==> src/rtl/sbr_pkg.sv <==
// Package: shared cycle-type codes for the streaming burst read master.
// Assumes a 3-bit cycle-type field on the bus.
package sbr_pkg;
    typedef enum logic [2:0] {
        CTI_CLASSIC = 3'b000,  // no burst / no beat on the bus
        CTI_CONST   = 3'b001,  // constant-address burst (never produced here)
        CTI_INCR    = 3'b010,  // incrementing burst that waits for ack (never produced)
        CTI_PIPE    = 3'b011,  // pipelined incrementing burst, address runs ahead
        CTI_END     = 3'b111   // final beat of a burst
    } cti_e;
endpackage

==> src/rtl/sbr_issue.sv <==
// Address issue unit: drives strobe, address and cycle type for one burst.
// Counts accepted beats (strobe high, stall low). Assumes `launch` only
// arrives while no burst is active and `total` is nonzero after launch.
module sbr_issue
    import sbr_pkg::*;
#(
    parameter int AW   = 32,
    parameter int CW   = 8,
    parameter int STEP = 4
) (
    input  logic          clk,
    input  logic          rst_n,
    input  logic          launch,
    input  logic [AW-1:0] base,
    input  logic [CW-1:0] total,
    input  logic          stall,
    output logic          stb,
    output logic [AW-1:0] adr,
    output cti_e          cti,
    output logic [CW-1:0] issued
);
    localparam logic [AW-1:0] ADR_STEP = AW'(STEP);
    localparam logic [CW-1:0] ONE      = CW'(1);

    logic          stb_q;
    logic [AW-1:0] adr_q;
    logic [CW-1:0] issued_q;
    logic          last_beat;
    logic          accept;

    assign last_beat = (issued_q == total - ONE);
    assign accept    = stb_q && !stall;

    // Purpose: open the address phase, advance one beat per accepted cycle.
    always_ff @(posedge clk) begin
        if (!rst_n) begin
            stb_q    <= 1'b0;
            adr_q    <= '0;
            issued_q <= '0;
        end else if (launch) begin
            stb_q    <= 1'b1;
            adr_q    <= base;
            issued_q <= '0;
        end else if (accept) begin
            issued_q <= issued_q + ONE;
            adr_q    <= adr_q + ADR_STEP;
            if (last_beat) stb_q <= 1'b0;
        end
    end

    // Purpose: tag each beat with its cycle-type code.
    always_comb begin
        if (!stb_q)         cti = CTI_CLASSIC;
        else if (last_beat) cti = CTI_END;
        else                cti = CTI_PIPE;
    end

    assign stb    = stb_q;
    assign adr    = adr_q;
    assign issued = issued_q;

    assert_hold_on_stall_R3: assert property (@(posedge clk) disable iff (!rst_n)
        (stb && stall && !launch) |=> (stb && $stable(adr) && $stable(cti)));

    assert_addr_step_R3: assert property (@(posedge clk) disable iff (!rst_n)
        (accept && !last_beat && !launch) |=> (adr == $past(adr) + ADR_STEP));

    assert_stb_ends_after_last_R5: assert property (@(posedge clk) disable iff (!rst_n)
        (stb && cti == CTI_END && !stall) |=> !stb);
endmodule

==> src/rtl/sbr_ack.sv <==
// Acknowledge tracker: owns the bus cycle flag, counts returned acks,
// forwards each word as a one-cycle valid and flags the final one.
// Assumes the slave never acks more beats than were accepted.
module sbr_ack #(
    parameter int DW = 32,
    parameter int CW = 8
) (
    input  logic          clk,
    input  logic          rst_n,
    input  logic          launch,
    input  logic [CW-1:0] total,
    input  logic          ack,
    input  logic [DW-1:0] dat,
    output logic          active,
    output logic [CW-1:0] acked,
    output logic          rd_valid,
    output logic [DW-1:0] rd_data,
    output logic          done
);
    localparam logic [CW-1:0] ONE = CW'(1);

    logic          cyc_q;
    logic [CW-1:0] acked_q;
    logic          valid_q;
    logic [DW-1:0] data_q;
    logic          done_q;
    logic          take;
    logic          final_ack;

    assign take      = cyc_q && ack;
    assign final_ack = take && (acked_q == total - ONE);

    // Purpose: hold the bus cycle open and count acknowledges.
    always_ff @(posedge clk) begin
        if (!rst_n) begin
            cyc_q   <= 1'b0;
            acked_q <= '0;
        end else if (launch) begin
            cyc_q   <= 1'b1;
            acked_q <= '0;
        end else if (take) begin
            acked_q <= acked_q + ONE;
            if (final_ack) cyc_q <= 1'b0;
        end
    end

    // Purpose: register each returned word and the completion pulse.
    always_ff @(posedge clk) begin
        if (!rst_n) begin
            valid_q <= 1'b0;
            data_q  <= '0;
            done_q  <= 1'b0;
        end else begin
            valid_q <= take;
            done_q  <= final_ack;
            if (take) data_q <= dat;
        end
    end

    assign active   = cyc_q;
    assign acked    = acked_q;
    assign rd_valid = valid_q;
    assign rd_data  = data_q;
    assign done     = done_q;

    assert_done_with_valid_R8: assert property (@(posedge clk) disable iff (!rst_n)
        done |-> rd_valid);

    assert_cyc_needs_ack_to_close_R7: assert property (@(posedge clk) disable iff (!rst_n)
        (active && !ack) |=> active);

    assert_valid_follows_ack_R6: assert property (@(posedge clk) disable iff (!rst_n)
        (active && ack) |=> rd_valid);
endmodule

==> src/rtl/stream_burst_rd.sv <==
// Streaming burst read master top. Accepts a burst request, latches the
// beat count and runs the address issue and ack tracking units in parallel.
// Assumes a slave that returns acks in issue order, never more than issued.
module stream_burst_rd
    import sbr_pkg::*;
#(
    parameter int AW = 32,
    parameter int DW = 32,
    parameter int CW = 8
) (
    input  logic          clk,
    input  logic          rst_n,
    input  logic          go,
    input  logic [AW-1:0] go_addr,
    input  logic [CW-1:0] go_beats,
    output logic          bus_cyc,
    output logic          bus_stb,
    output logic [AW-1:0] bus_adr,
    output logic [2:0]    bus_cti,
    input  logic          bus_stall,
    input  logic          bus_ack,
    input  logic [DW-1:0] bus_dat,
    output logic          out_valid,
    output logic [DW-1:0] out_data,
    output logic          out_done
);
    localparam int STEP = DW / 8;

    logic          launch;
    logic [CW-1:0] total_q;
    logic [CW-1:0] issued;
    logic [CW-1:0] acked;
    logic          active;
    cti_e          cti;

    assign launch = go && !active && (go_beats != '0);

    // Purpose: keep the beat count of the running burst.
    always_ff @(posedge clk) begin
        if (!rst_n)      total_q <= '0;
        else if (launch) total_q <= go_beats;
    end

    sbr_issue #(.AW(AW), .CW(CW), .STEP(STEP)) u_issue (
        .clk    (clk),
        .rst_n  (rst_n),
        .launch (launch),
        .base   (go_addr),
        .total  (total_q),
        .stall  (bus_stall),
        .stb    (bus_stb),
        .adr    (bus_adr),
        .cti    (cti),
        .issued (issued)
    );

    sbr_ack #(.DW(DW), .CW(CW)) u_ack (
        .clk      (clk),
        .rst_n    (rst_n),
        .launch   (launch),
        .total    (total_q),
        .ack      (bus_ack),
        .dat      (bus_dat),
        .active   (active),
        .acked    (acked),
        .rd_valid (out_valid),
        .rd_data  (out_data),
        .done     (out_done)
    );

    assign bus_cyc = active;
    assign bus_cti = cti;

    assert_stb_within_cyc_R5: assert property (@(posedge clk) disable iff (!rst_n)
        bus_stb |-> bus_cyc);

    assert_acks_behind_issue_R10: assert property (@(posedge clk) disable iff (!rst_n)
        bus_cyc |-> (acked <= issued));

    assert_go_ignored_busy_R9: assert property (@(posedge clk) disable iff (!rst_n)
        (bus_cyc && go) |=> $stable(total_q));
endmodule

==> config.mk <==
export PLATFORM = sky130hd
export DESIGN_NAME = stream_burst_rd
export DESIGN_NICKNAME = d
export VERILOG_FILES = /design/src/rtl/sbr_pkg.sv /design/src/rtl/sbr_issue.sv /design/src/rtl/sbr_ack.sv /design/src/rtl/stream_burst_rd.sv
export SDC_FILE = /design/constraint.sdc
export NUM_CORES = 1
export LEC_CHECK = 0
export ABC_CLOCK_PERIOD_IN_PS = 1900
export CAP_MARGIN = 10
export CELL_PAD_IN_SITES_DETAIL_PLACEMENT = 1
export CELL_PAD_IN_SITES_GLOBAL_PLACEMENT = 1
export CORE_MARGIN = 8
export CORE_UTILIZATION = 29
export CTS_CLUSTER_DIAMETER = 30
export CTS_CLUSTER_SIZE = 24
export DETAILED_ROUTE_END_ITERATION = 8
export GPL_ROUTABILITY_DRIVEN = 0
export PLACE_DENSITY_LB_ADDON = 0.1
export SETUP_SLACK_MARGIN = 0.3
export SYNTH_ARGS = -nofsm -noshare
export SYNTH_HDL_FRONTEND = slang
export SYNTH_SLANG_ARGS = --single-unit
==> constraint.sdc <==
create_clock -name clk -period 1.9 [get_ports clk]
set_input_delay 0.38 -clock clk [delete_from_list [all_inputs] [get_ports clk]]
set_output_delay 0.38 -clock clk [all_outputs]
set_load 0.05 [all_outputs]
==> run summary <==
CP required: 1.52 ns
final setup margin: -0.6089 ns
routed vias: 4392
crit-path cells: nor4_4, nand3b_1, xnor2_1, o211ai_1, a2111oi_4, buf_12
power share of the clock group: 33.4%
Most used DFF post-synth: dfxtp_1
most frequent cells after synthesis: nand2_1 (102), dfxtp_1 (92), a21oi_1 (60)
Sequential Power Share: 38.8%
pwr/cell area: 772.5 nW/µm²
multi-input logic area: 2606 µm²
CTS H-tree lvls: 3
minimum clock period after layout: 2.509 ns
Switching Power: 1723 µW
Relative slew margins: 66.38%
final setup vio count: 2
max_cap viols: 0
post-synthesis sequential area ratio: 43.03%
CP peak stage delay: 0.41 ns
vias per cell: 4.811
initial antenna violation count: 0
drt wl/cell: 17.27 µm
Yosys cell types: 46
syn_nets: 596
ys async rst share: 0%
Rows: 44
largest cells by area after synthesis: dfxtp_1 (43%), nand2_1 (8.9%), a21oi_1 (7.0%)
Nets: 805
WL final: 15760 µm
post-route ant nets: 0
Tot GR Track Use: 16.30%
ANT cells: 0
layout cells sized above 1: 32.92%
vias in the first global route: 4683
failing checks: setup timing
Final Hold Fails: 0
clock sink count: 92
DR DRC count: 0
FF-to-FF Start: total_q[0]$_SDFFE_PN0P_
Syn Area/Cell: 8.311 µm²
hpwl dp: 11210 µm
Die ar.: 18900 µm²
Longest Clk Path Bufs: 2
worst reg2reg setup slack: -0.12 ns
sw frac: 30.68%
worst setup skew after layout: 0.005953 ns
Layout fillers: 1672
Mapped Area: 4280 µm²
Worst setup SP type: flip-flop
initial core utilization: 29.56%
WP buf/inv: 1
outcome: finished, violations left
clock slew at reported path FFs: 0.06 ns
final period utilization: 132.0%
leading area contributor after synthesis: dfxtp_1
Post-synth EDFFs: 0
root buf cell: clkbuf_16
Worst path slowest cell: a2111oi_4
top-level I/O count: 148
VDD IR max: 0.0004314 V
chip height: 137.5 µm
Remaining Overflow, GRT: 0
count leader, synth: nand2_1
cell count after synthesis: 515
flops & latches, synth: 92
Synth top area share: 43.03%
Ys Warns: 0
fin. max-slew vios: 0
CORE AREA: 14480 µm²
crit path DAT: 2.13 ns
Worst Hold Margin: 0.4537 ns
Comb power frac: 27.8%
clock latency on the worst-skew pair: 0.34 ns
CTS tree: built
Setup WS pre-CTS: -0.4505 ns
# port buffers: 147
largest net degree at the start of global routing: 47
die width: 137.5 µm
Worst Max-Slew Pin Slew: 0.5063 ns
CP endpoint kind: output pin
critical path class: reg2out
Cell Int Power: 3893 µW
origin of the worst setup path: total_q[3]$_SDFFE_PN0P_
first-pass GRT wire length: 24220 µm
highest clock rate: 398.6 MHz
RSZ-0062 raised after global routing: true
Crit Path Max Fanout: 3
DR iter-0 viols: 116
Leakage Power: 0.002986 µW
synth-to-layout area growth: 69.86%
cts bufs inserted: 9
Storage cell area: 1922 µm²
Hold Path Class: reg2reg
Post-CTS Hold Buffers: 0
total iterations of the first detailed-routing run: 4
CP top delay family: compound AO/OA/AOI/OAI gates
worst hold start: u_ack.rd_data[3]$_SDFFE_PN0P_
[final timing paths]
kind,cells after the start,to
worst max-delay path,6,bus_cti[2]
worst min-delay path,2,u_ack.rd_data[3]$_SDFFE_PN0P_
worst min register to register,2,u_ack.rd_data[3]$_SDFFE_PN0P_
worst max register to register,10,u_issue.stb$_SDFFE_PN0P_
[routing by layer]
| metal | up-vias | GRT usage, % | share of wire [%] |
|---|---|---|---|
| met4 | 0 | 5.432 | 1.1 |
| met5 | - | 0 | 0 |
| li1 | 2184 | - | - |
| met1 | 2099 | 18.10 | 40 |
| met3 | 12 | 6.054 | 8.0 |
| met2 | 97 | 28.11 | 50 |
[registers in the layout (all words and copies together), names as in the netlist]
register	count
u_issue.issued	8
u_ack.active	1
u_ack.acked	8
total_q	8
u_issue.stb	1
u_ack.rd_data	32
u_issue.adr	32
u_ack.done	1
u_ack.rd_valid	1
[metrics by stage]
| stage | utilization (%) | power (µW) | instances | instance area, µm² | setup TNS [ns] |
|---|---|---|---|---|---|
| 6_report | 50.22 | 5616 | 913 | 7271 | -0.7295 |
| 2_1_floorplan | - | 2985 | 515 | 4477 | -0.5007 |
| 5_1_grt | 50.22 | 5887 | 913 | 7271 | -0.9478 |
| 3_3_place_gp | 43.98 | 3562 | 863 | 6367 | -5.795 |
| 3_5_place_dp | 43.98 | 3594 | 863 | 6367 | -8.622 |
| 4_1_cts | 48.29 | 5645 | 897 | 6992 | -0.7943 |
[power groups by stage]
stage | logic, µW | clock network (µW) | registers [µW]
2_1_floorplan | 434 | 0 | 2550
3_5_place_dp | 1370 | 0 | 2230
6_report | 1560 | 1870 | 2180
4_1_cts | 1500 | 1970 | 2180
3_3_place_gp | 1340 | 0 | 2220
5_1_grt | 1670 | 2020 | 2200
[cells in the final DEF (no fill, tap or decap), types with 4 or more instances in the layout]
| cell | count |
|---|---|
| a211oi_2 | 4 |
| clkdlybuf4s15_2 | 5 |
| nand3_1 | 9 |
| clkbuf_16 | 9 |
| dfxtp_2 | 16 |
| a21oi_1 | 59 |
| nor2_1 | 38 |
| a211oi_1 | 10 |
| nor4_4 | 5 |
| dfxtp_1 | 60 |
| buf_6 | 16 |
| and3_1 | 7 |
| nand2_1 | 100 |
| buf_12 | 10 |
| clkdlybuf4s50_1 | 67 |
| and2_1 | 4 |
| o21ai_0 | 18 |
| nand4_1 | 15 |
| clkdlybuf4s15_1 | 8 |
| xor2_1 | 33 |
| xnor2_1 | 26 |
| buf_4 | 106 |
| dlygate4sd2_1 | 9 |
| clkbuf_2 | 6 |
| nor3_4 | 7 |
| dfxtp_4 | 16 |
[kinds of logic (layout without fill, tap and decap cells)]
family,after synthesis,in the layout,share of synthesized area (%)
mux,2,2,0.4677
buf+inv,38,252,3.946
xor+xnor,65,65,14.29
fa+ha+maj,4,4,1.169
simple gates,213,213,23.85
compound gates,101,101,13.24
flops,92,92,43.03
[worst reg2reg max path, cell delays in order, from the launching register on]
cell and delay (ns):
dfxtp_2 0.35, inv_2 0.05, ha_4 0.16, buf_6 0.11
nor3b_4 0.15, xnor2_1 0.16, nand4_1 0.17, buf_4 0.18
buf_6 0.10, a211o_1 0.21, o31a_1 0.28
[layout make-up]
cell class	count	share of cell area [%]
multi-input combinational	385	35.85
clock inverter	3	0.6023
inverter	5	0.2581
tap	184	3.166
clock buffer	13	3.717
sequential	92	26.43
timing repair buffer	231	29.98
[what timing repair did]
action | CTS | global route
pin swaps | 25 | 41
setup endpoints to repair | 79 | 49
resized for setup | 80 | 43
setup buffers | 16 | 16
hold endpoints to repair | 0 | 0
gates cloned | 2 | 0
Power figures use the tool's default switching activity.
